==> config.mk <==
export PLATFORM = sky130hd
export DESIGN_NAME = xmul_ext_unit
export DESIGN_NICKNAME = d
export VERILOG_FILES = /design/src/rtl/xmu_pkg.sv /design/src/rtl/xmu_ctrl.sv /design/src/rtl/xmu_dpath.sv /design/src/rtl/xmul_ext_unit.sv
export SDC_FILE = /design/constraint.sdc
export NUM_CORES = 1
export LEC_CHECK = 0
export ABC_AREA = 0
export BUFFER_PORTS_ARGS = -buffer_cell sky130_fd_sc_hd__clkbuf_2
export CORE_MARGIN = 5
export CORE_UTILIZATION = 45
export DETAILED_ROUTE_END_ITERATION = 10
export PLACE_DENSITY = 0.6
export SYNTH_ARGS = -nofsm -noshare
export SYNTH_HDL_FRONTEND = slang
export SYNTH_HIERARCHICAL = 1
export SYNTH_SLANG_ARGS = --single-unit
==> constraint.sdc <==
create_clock -name clk -period 13.6 [get_ports clk]
set_input_delay 0.68 -clock clk [delete_from_list [all_inputs] [get_ports clk]]
set_output_delay 0.68 -clock clk [all_outputs]
set_load 0.01 [all_outputs]
==> src/rtl/xmu_pkg.sv <==
package xmu_pkg;

  localparam int OPC_W = 8;

  localparam logic [OPC_W-1:0] OP_SEXT_B = 8'h10;
  localparam logic [OPC_W-1:0] OP_SEXT_H = 8'h11;
  localparam logic [OPC_W-1:0] OP_ZEXT_B = 8'h12;
  localparam logic [OPC_W-1:0] OP_ZEXT_H = 8'h13;
  localparam logic [OPC_W-1:0] OP_MULH_U = 8'h14;
  localparam logic [OPC_W-1:0] OP_MULH_S = 8'h15;
  localparam logic [OPC_W-1:0] OP_RSV_LO = 8'h16;
  localparam logic [OPC_W-1:0] OP_RSV_HI = 8'h18;

  // extKind: bit0 selects halfword source, bit1 selects zero fill
  typedef struct packed {
    logic       captureExt;
    logic [1:0] extKind;
    logic       loadMul;
    logic       stepMul;
    logic       finishMul;
    logic       signedMul;
  } xmu_strobe_t;

endpackage

==> src/rtl/xmu_ctrl.sv <==
module xmu_ctrl
  import xmu_pkg::*;
#(
  parameter int DATA_W = 32
) (
  input  logic             clk,
  input  logic             rstN,
  input  logic             start,
  input  logic [OPC_W-1:0] opcode,
  output logic             busy,
  output logic             done,
  output logic             illegal,
  output xmu_strobe_t      strobe
);

  localparam int CNT_W = $clog2(DATA_W);
  localparam logic [CNT_W-1:0] LAST_STEP = CNT_W'(DATA_W - 1);

  logic             running;
  logic [CNT_W-1:0] stepCnt;
  logic             signedQ;
  logic             doneQ;
  logic             illegalQ;

  logic accept;
  logic isExt;
  logic isMul;
  logic isRsv;
  logic lastStep;

  always_comb begin
    accept   = start && !running;
    isExt    = (opcode >= OP_SEXT_B) && (opcode <= OP_ZEXT_H);
    isMul    = (opcode == OP_MULH_U) || (opcode == OP_MULH_S);
    isRsv    = (opcode >= OP_RSV_LO) && (opcode <= OP_RSV_HI);
    lastStep = running && (stepCnt == LAST_STEP);
  end

  always_ff @(posedge clk) begin
    if (!rstN) begin
      running  <= 1'b0;
      stepCnt  <= '0;
      signedQ  <= 1'b0;
      doneQ    <= 1'b0;
      illegalQ <= 1'b0;
    end else begin
      doneQ    <= (accept && isExt) || lastStep;
      illegalQ <= accept && isRsv;
      if (accept && isMul) begin
        running <= 1'b1;
        stepCnt <= '0;
        signedQ <= (opcode == OP_MULH_S);
      end else if (running) begin
        stepCnt <= stepCnt + 1'b1;
        if (lastStep) begin
          running <= 1'b0;
        end
      end
    end
  end

  always_comb begin
    strobe.captureExt = accept && isExt;
    strobe.extKind    = opcode[1:0];
    strobe.loadMul    = accept && isMul;
    strobe.stepMul    = running;
    strobe.finishMul  = lastStep;
    strobe.signedMul  = signedQ;
  end

  assign busy    = running;
  assign done    = doneQ;
  assign illegal = illegalQ;

endmodule

==> src/rtl/xmu_dpath.sv <==
module xmu_dpath
  import xmu_pkg::*;
#(
  parameter int DATA_W = 32
) (
  input  logic              clk,
  input  logic              rstN,
  input  logic [DATA_W-1:0] opA,
  input  logic [DATA_W-1:0] opB,
  input  xmu_strobe_t       strobe,
  output logic [DATA_W-1:0] result
);

  localparam int BYTE_W = 8;
  localparam int HALF_W = 16;

  logic [DATA_W-1:0] mcandQ;
  logic [DATA_W-1:0] mplierQ;
  logic [DATA_W-1:0] prodHiQ;
  logic [DATA_W-1:0] prodLoQ;
  logic [DATA_W-1:0] resultQ;

  logic [DATA_W-1:0] addend;
  logic [DATA_W:0]   partial;
  logic [DATA_W-1:0] nextHi;
  logic [DATA_W-1:0] nextLo;
  logic [DATA_W-1:0] signFix;
  logic [DATA_W-1:0] mulOut;
  logic [DATA_W-1:0] extOut;

  // one multiplier bit per step: add, then shift the double-width pair right
  always_comb begin
    addend  = prodLoQ[0] ? mcandQ : '0;
    partial = {1'b0, prodHiQ} + {1'b0, addend};
    nextHi  = partial[DATA_W:1];
    nextLo  = {partial[0], prodLoQ[DATA_W-1:1]};
  end

  // a negative operand subtracts the other operand from the unsigned high half
  always_comb begin
    signFix = (mcandQ[DATA_W-1] ? mplierQ : '0)
            + (mplierQ[DATA_W-1] ? mcandQ : '0);
    mulOut  = strobe.signedMul ? (nextHi - signFix) : nextHi;
  end

  always_comb begin
    unique case (strobe.extKind)
      2'b00:   extOut = {{(DATA_W-BYTE_W){opB[BYTE_W-1]}}, opB[BYTE_W-1:0]};
      2'b01:   extOut = {{(DATA_W-HALF_W){opB[HALF_W-1]}}, opB[HALF_W-1:0]};
      2'b10:   extOut = {{(DATA_W-BYTE_W){1'b0}}, opB[BYTE_W-1:0]};
      default: extOut = {{(DATA_W-HALF_W){1'b0}}, opB[HALF_W-1:0]};
    endcase
  end

  always_ff @(posedge clk) begin
    if (!rstN) begin
      mcandQ  <= '0;
      mplierQ <= '0;
      prodHiQ <= '0;
      prodLoQ <= '0;
    end else if (strobe.loadMul) begin
      mcandQ  <= opA;
      mplierQ <= opB;
      prodHiQ <= '0;
      prodLoQ <= opB;
    end else if (strobe.stepMul) begin
      prodHiQ <= nextHi;
      prodLoQ <= nextLo;
    end
  end

  always_ff @(posedge clk) begin
    if (!rstN) begin
      resultQ <= '0;
    end else if (strobe.captureExt) begin
      resultQ <= extOut;
    end else if (strobe.finishMul) begin
      resultQ <= mulOut;
    end
  end

  assign result = resultQ;

endmodule

==> src/rtl/xmul_ext_unit.sv <==
module xmul_ext_unit
  import xmu_pkg::*;
#(
  parameter int DATA_W = 32
) (
  input  logic              clk,
  input  logic              rstN,
  input  logic              start,
  input  logic [OPC_W-1:0]  opcode,
  input  logic [DATA_W-1:0] opA,
  input  logic [DATA_W-1:0] opB,
  output logic              busy,
  output logic              done,
  output logic              illegal,
  output logic [DATA_W-1:0] result
);

  xmu_strobe_t strobe;

  xmu_ctrl #(.DATA_W(DATA_W)) ctrl_i (
    .clk     (clk),
    .rstN    (rstN),
    .start   (start),
    .opcode  (opcode),
    .busy    (busy),
    .done    (done),
    .illegal (illegal),
    .strobe  (strobe)
  );

  xmu_dpath #(.DATA_W(DATA_W)) dpath_i (
    .clk    (clk),
    .rstN   (rstN),
    .opA    (opA),
    .opB    (opB),
    .strobe (strobe),
    .result (result)
  );

endmodule

After elaboration in Yosys (flattened, before gate mapping)
Index checks and enable logic that the tools add are counted.
W data, S select, Z words.
{ "totals": {"word_cells": 50, "in_bits": 75, "out_inout_bits": 35, "ff_bits": 169} }
{ "op_classes": {"n_reduce_logical": 14, "order_cmp": 4, "add_sub_neg": 4, "bitwise": 1, "eq_ne": 5, "n_mux": 12} }
{ "ops": {"columns": ["op", "n"], "rows": [
  ["$mux W32", 8],
  ["$pmux W32 S3", 1],
  ["$add A32 B32 Y33", 1],
  ["$add A32 B32 Y32", 1],
  ["$sub A32 B32 Y32", 1],
  ["$eq A8 B5 Y1 const B", 2],
  ["$ge A8 B5 Y1 const B", 2],
  ["$le A8 B5 Y1 const B", 2],
  ["$logic_and A1 B1 Y1", 7],
  ["$add A5 B1 Y5 const B", 1],
  ["$eq A5 B5 Y1 const B", 1],
  ["$reduce_bool A2 Y1", 2],
  ["$mux W1", 3],
  ["$eq A2 B1 Y1 const B", 1],
  ["$eq A2 B2 Y1 const B", 1],
  ["$logic_not A2 Y1", 1],
  ["$logic_or A1 B1 Y1", 2],
  ["$reduce_or A2 Y1", 1],
  ["$logic_not A1 Y1", 1],
  ["$not A1 Y1", 1]
]} }

Depth between registers and ports, before layout
{ "logic_depth": {"ltp_word": 6, "mapped_depth": 23, "mapped_depth_nobuf": 21} }

By module
Netlist, hierarchy kept.
{ "by_module_without_submodules": {"columns": ["mod", "instances", "area_each_um2", "cells_per_inst"], "rows": [
  ["xmu_dpath", 1, 11192.0, 1339],
  ["xmu_ctrl", 1, 481.7, 51]
]} }

Least setup slack after synthesis
No wires, ideal clock.
{ "synth_path": {"path_kind": "reg-to-reg", "start": "register dpath_i.prodLoQ[0]", "end": "register dpath_i.resultQ[31] (netlist: dpath_i/result[31])", "setup_slack_ns": 8.604, "setup_time_ns": 0.079, "t_arrival_ns": 4.917, "period_less_slack_ns": 4.996, "path_buffers": 1, "path_stages_with_launch": 23, "path_cell_list": "dfxtp_1 -> clkbuf_1 -> and2_1 -> ha_1 -> fa_1 -> a211oi_2 -> o21ai_0 -> a211oi_2 -> a21oi_2 -> o21ai_0 -> nand2_1 -> a21oi_1 -> xnor2_1 -> fa_1 -> ha_1 -> and3_1 -> and2_1 -> a221o_1 -> nand3_1 -> a21oi_1 -> or3_1 -> a211o_1 -> o211ai_1"} }
{ "synth_between": {"elab_chain_cells": 6} }
{ "synth_rtl": {"columns": ["item", "line_no", "rtl"], "rows": [
  ["start, declared", "xmu_dpath.sv:20", "logic [DATA_W-1:0] prodLoQ;"],
  ["start signal, assigned", "xmu_dpath.sv:65", "prodLoQ <= opB;"],
  ["start signal, assigned", "xmu_dpath.sv:68", "prodLoQ <= nextLo;"],
  ["$mux W32", "xmu_dpath.sv:33", "addend = prodLoQ[0] ? mcandQ : '0;"],
  ["$add A32 B32 Y33", "xmu_dpath.sv:34", "partial = {1'b0, prodHiQ} + {1'b0, addend};"],
  ["net dpath_i.partial[26]", "xmu_dpath.sv:24", "logic [DATA_W:0] partial;"],
  ["$sub A32 B32 Y32", "xmu_dpath.sv:43", "mulOut = strobe.signedMul ? (nextHi - signFix) : nextHi;"],
  ["$mux W32", "xmu_dpath.sv:43", null],
  ["$mux W32", "xmu_dpath.sv:77", "end else if (strobe.finishMul) begin"],
  ["$mux W32", "xmu_dpath.sv:75", "end else if (strobe.captureExt) begin"],
  ["end signal, assigned", "xmu_dpath.sv:76", "resultQ <= extOut;"],
  ["end signal, assigned", "xmu_dpath.sv:78", "resultQ <= mulOut;"],
  ["end, declared", "xmu_dpath.sv:21", "logic [DATA_W-1:0] resultQ;"]
]} }
The timed path passes the listed nets, and every way through them passes these cells. The select of a mux whose other input is x is not followed.
A chain may end at the register's enable or synchronous reset.

Worst setup path after layout
{ "layout_path": {"start": "register dpath_i.prodLoQ[0]", "end": "register dpath_i.resultQ[24] (netlist: dpath_i/result[24])"} }
Same word-level chain as after synthesis.

==> results.py <==
metrics = {
    "critical_path": {
        "crit_fanout": 19,
        "critPathRequiredTime_ns": 13.88,
        "arrival_ns": 5.95,
        "cp.depth": 20,
        "slowest_delay_ns": 0.70,
        "rr_worst_depth": 20,
        "crit_top_cell": "o21a_1",
        "cp_slowest_cell": "dfxtp_1",
        "path_buf_inv": 0,
        "start_kind": "flip-flop",
        "path_cells": "and2_1, ha_1, fa_1, a211oi_2, o21a_1, o21a_1, o21a_1, o21bai_1, a21oi_1, xnor2_1, fa_1, ha_1, o21ai_1, a211o_1, or2_0, o2111ai_1, nand2_1, o21ai_0, xnor2_1, o221ai_1",
        "worst_setup_path_end_kind": "flip-flop",
        "critPathKind": "flip-flop to flip-flop",
        "crit_family": "compound AO/OA/AOI/OAI gates",
    },
    "logic_synthesis": {
        "yosysWarningCount": 6,
        "yosysSeqAreaShare_pct": 29.0,
        "synth_top_area_cell": "dfxtp_1",
        "synth_top_flop_cell": "dfxtp_1",
        "synth_common_cells": "dfxtp_1 (169), nand2_1 (164), nor2_1 (125)",
        "netlist_instances": 1390,
        "synth_fp_nets": 1562,
        "synth_area_leaders": "dfxtp_1 (29%), mux2i_1 (8.8%), ha_1 (7.0%), fa_1 (5.5%), nand2_1 (5.3%)",
        "async_flop_share_pct": 0,
        "yosys.cell_count.top_type": "dfxtp_1",
        "yosysUniqueCellTypes": 81,
        "avgSynthCellArea_sq_um": 8.40,
        "synth_area_sq_um": 11700,
        "ys_ff_latch": 169,
        "synth_top_area_share_pct": 29.0,
        "synth_enable_flop_cells": 0,
    },
    "clock_network": {
        "cts_resized": 0,
        "clk_pin_slew_ns": 0.07,
        "insertion_delay_ns": 0.44,
        "cts_inserted_buffers": 17,
        "cts_tree": "yes",
        "holdBufCountCts": 0,
        "clockRootBuffer": "clkbuf_16",
        "post-cts-setup-buffers": 0,
        "cts_max_level": 4,
        "cts.sinks": 169,
        "clk_path_buf_depth": 2,
    },
    "timing": {
        "period_share_pct": 41.7,
        "skew_ns": 0.0254,
        "hold_viol_final": 0,
        "maxSlewViolCount": 0,
        "period_needed_ns": 5.67,
        "fmax_ghz": 0.176,
        "rsz0062_at_grt": "false",
        "worst_pin_slew_ns": 1.05,
        "tns_ns": 0,
        "relSlewSlack_pct": 29.9,
        "finalSetupViolCount": 0,
    },
    "drt": {
        "ant_nets": 0,
        "routedWlPerCell_microns": 19.0,
        "drt-pass1-iter-count": 5,
        "viasPerCell": 5.61,
        "drc": 0,
        "routed_wl_microns": 34200,
        "dr.first_iter.drc_count": 686,
        "vias": 10110,
    },
    "final_layout": {
        "drive_gt1_share_pct": 13.3,
        "final_util_pct": 50.3,
        "final_cells": 1802,
        "final_nets": 1626,
        "area_delta_synth_final_pct": 11.2,
        "seqCellArea_sq_um": 3390,
        "antenna_cells": 0,
        "multi_input_area_sq_um": 7810,
        "nFillCells": 2561,
    },
    "floorplanning": {
        "rows": 59,
        "core-area_sq_um": 25800,
        "die_w_microns": 171,
        "initial_core_util_pct": 45.2,
        "io_pins": 110,
        "die_area_sq_um": 29300,
        "dieHeight_microns": 171,
    },
    "placed_design": {
        "portBuffers": 109,
        "dp_hpwl_microns": 25700,
        "dp.cells": 1770,
        "gp_congestion": 0.896,
    },
    "hold_path": {
        "hold_class": "flip-flop to flip-flop",
        "hold_path_depth": 2,
    },
    "global_routing": {
        "grt_pass1_vias": 9795,
        "grt_max_degree": 69,
        "grt_pass1_wl_microns": 54100,
        "antenna_found_initial": 0,
        "track_usage_pct": 23.5,
        "overflow": 0,
    },
    "power": {
        "power.density_nw_per_um2": 79.8,
        "power_mw": 1.04,
        "peakVddDrop_mv": 0.0835,
        "p_leak_nw": 5.28,
    },
    "run": {
        "max_cap_viol_count": 0,
    },
    "run_status": {
        "status": "finished clean",
    },
}
[kinds of logic after synthesis]
group | after synthesis | synth area share, %
AND/OR/NAND/NOR | 516 | 22.0
AO/OA/AOI/OAI | 353 | 19.9
flip-flops | 169 | 29.0
buffers and inverters | 105 | 4.22
multiplexers | 104 | 8.93
adder cells (fa/ha/maj) | 97 | 12.5
XOR/XNOR | 46 | 3.52
[registers in the layout, indices dropped and copies added, names as in the netlist, 5 cells and up]
name             cells
ctrl_i/stepCnt       5
dpath_i/mcandQ      32
dpath_i/mplierQ     32
dpath_i/prodHiQ     32
dpath_i/prodLoQ     32
dpath_i/result      32
[path summary, 6_finish.rpt]
kind	slack, ns	endpoint	startpoint
worst max-delay path	7.93	dpath_i/result[24]	dpath_i/prodLoQ[0]
worst min-delay path	0.47	dpath_i/mplierQ[23]	dpath_i/mplierQ[23]
worst max register to register	7.93	dpath_i/result[24]	dpath_i/prodLoQ[0]
worst min register to register	0.47	dpath_i/mplierQ[23]	dpath_i/mplierQ[23]
[layer usage]
layer | GRT usage, % | part of all wire (%) | wire, microns
met1 | 35.3 | 49 | 16900
met2 | 34.3 | 42 | 14500
met5 | 0 | 0 | 0
met4 | 6.34 | 2.0 | 684
met3 | 4.69 | 6.3 | 2140
[layout make-up]
type                       count  share of cell area, %
inverter                      26                  0.752
sequential                   169                   26.1
clock inverter                14                   1.36
multi-input combinational   1116                   60.1
timing repair buffer         124                   5.07
tap                          335                   3.23
clock buffer                  18                   3.38
[cells in the final DEF (no fill, tap or decap), types with 19 or more instances in the layout]
cell      instances
fa_1             32
nand3_1          23
o21ai_0          72
dfxtp_1         168
xor2_1           20
nor2_1          125
nand2b_1         39
and2_1           77
inv_1            24
a21oi_1         117
nand2_1         164
mux2i_1         103
ha_1             65
clkbuf_2        109
a211oi_1         19
a21o_1           29
xnor2_1          25
[tightest hold or removal path, stage by stage, from the launching register on]
cell	delay [ns]
dfxtp_1	0.31
nand2b_1	0.06
a21oi_1	0.06
[where the power goes]
part           total [mW]  switching (mW)  internal [mW]
Clock               0.507           0.238          0.270
Sequential          0.496        0.000944          0.495
Combinational      0.0333          0.0202         0.0131
Total                1.04           0.259          0.778
[metrics by stage]
step                      hold WS, ns  instance area (sq um)  worst slack (ns)
after CTS                       0.468                  13000              7.95
after detailed placement        0.463                  12400              7.97
after global routing            0.475                  13000              7.46
after floorplan                 0.435                  11700              8.60
after global placement          0.456                  12400              7.91
final                           0.474                  13000              7.93
Note: power is estimated with default switching activity, not from simulation.
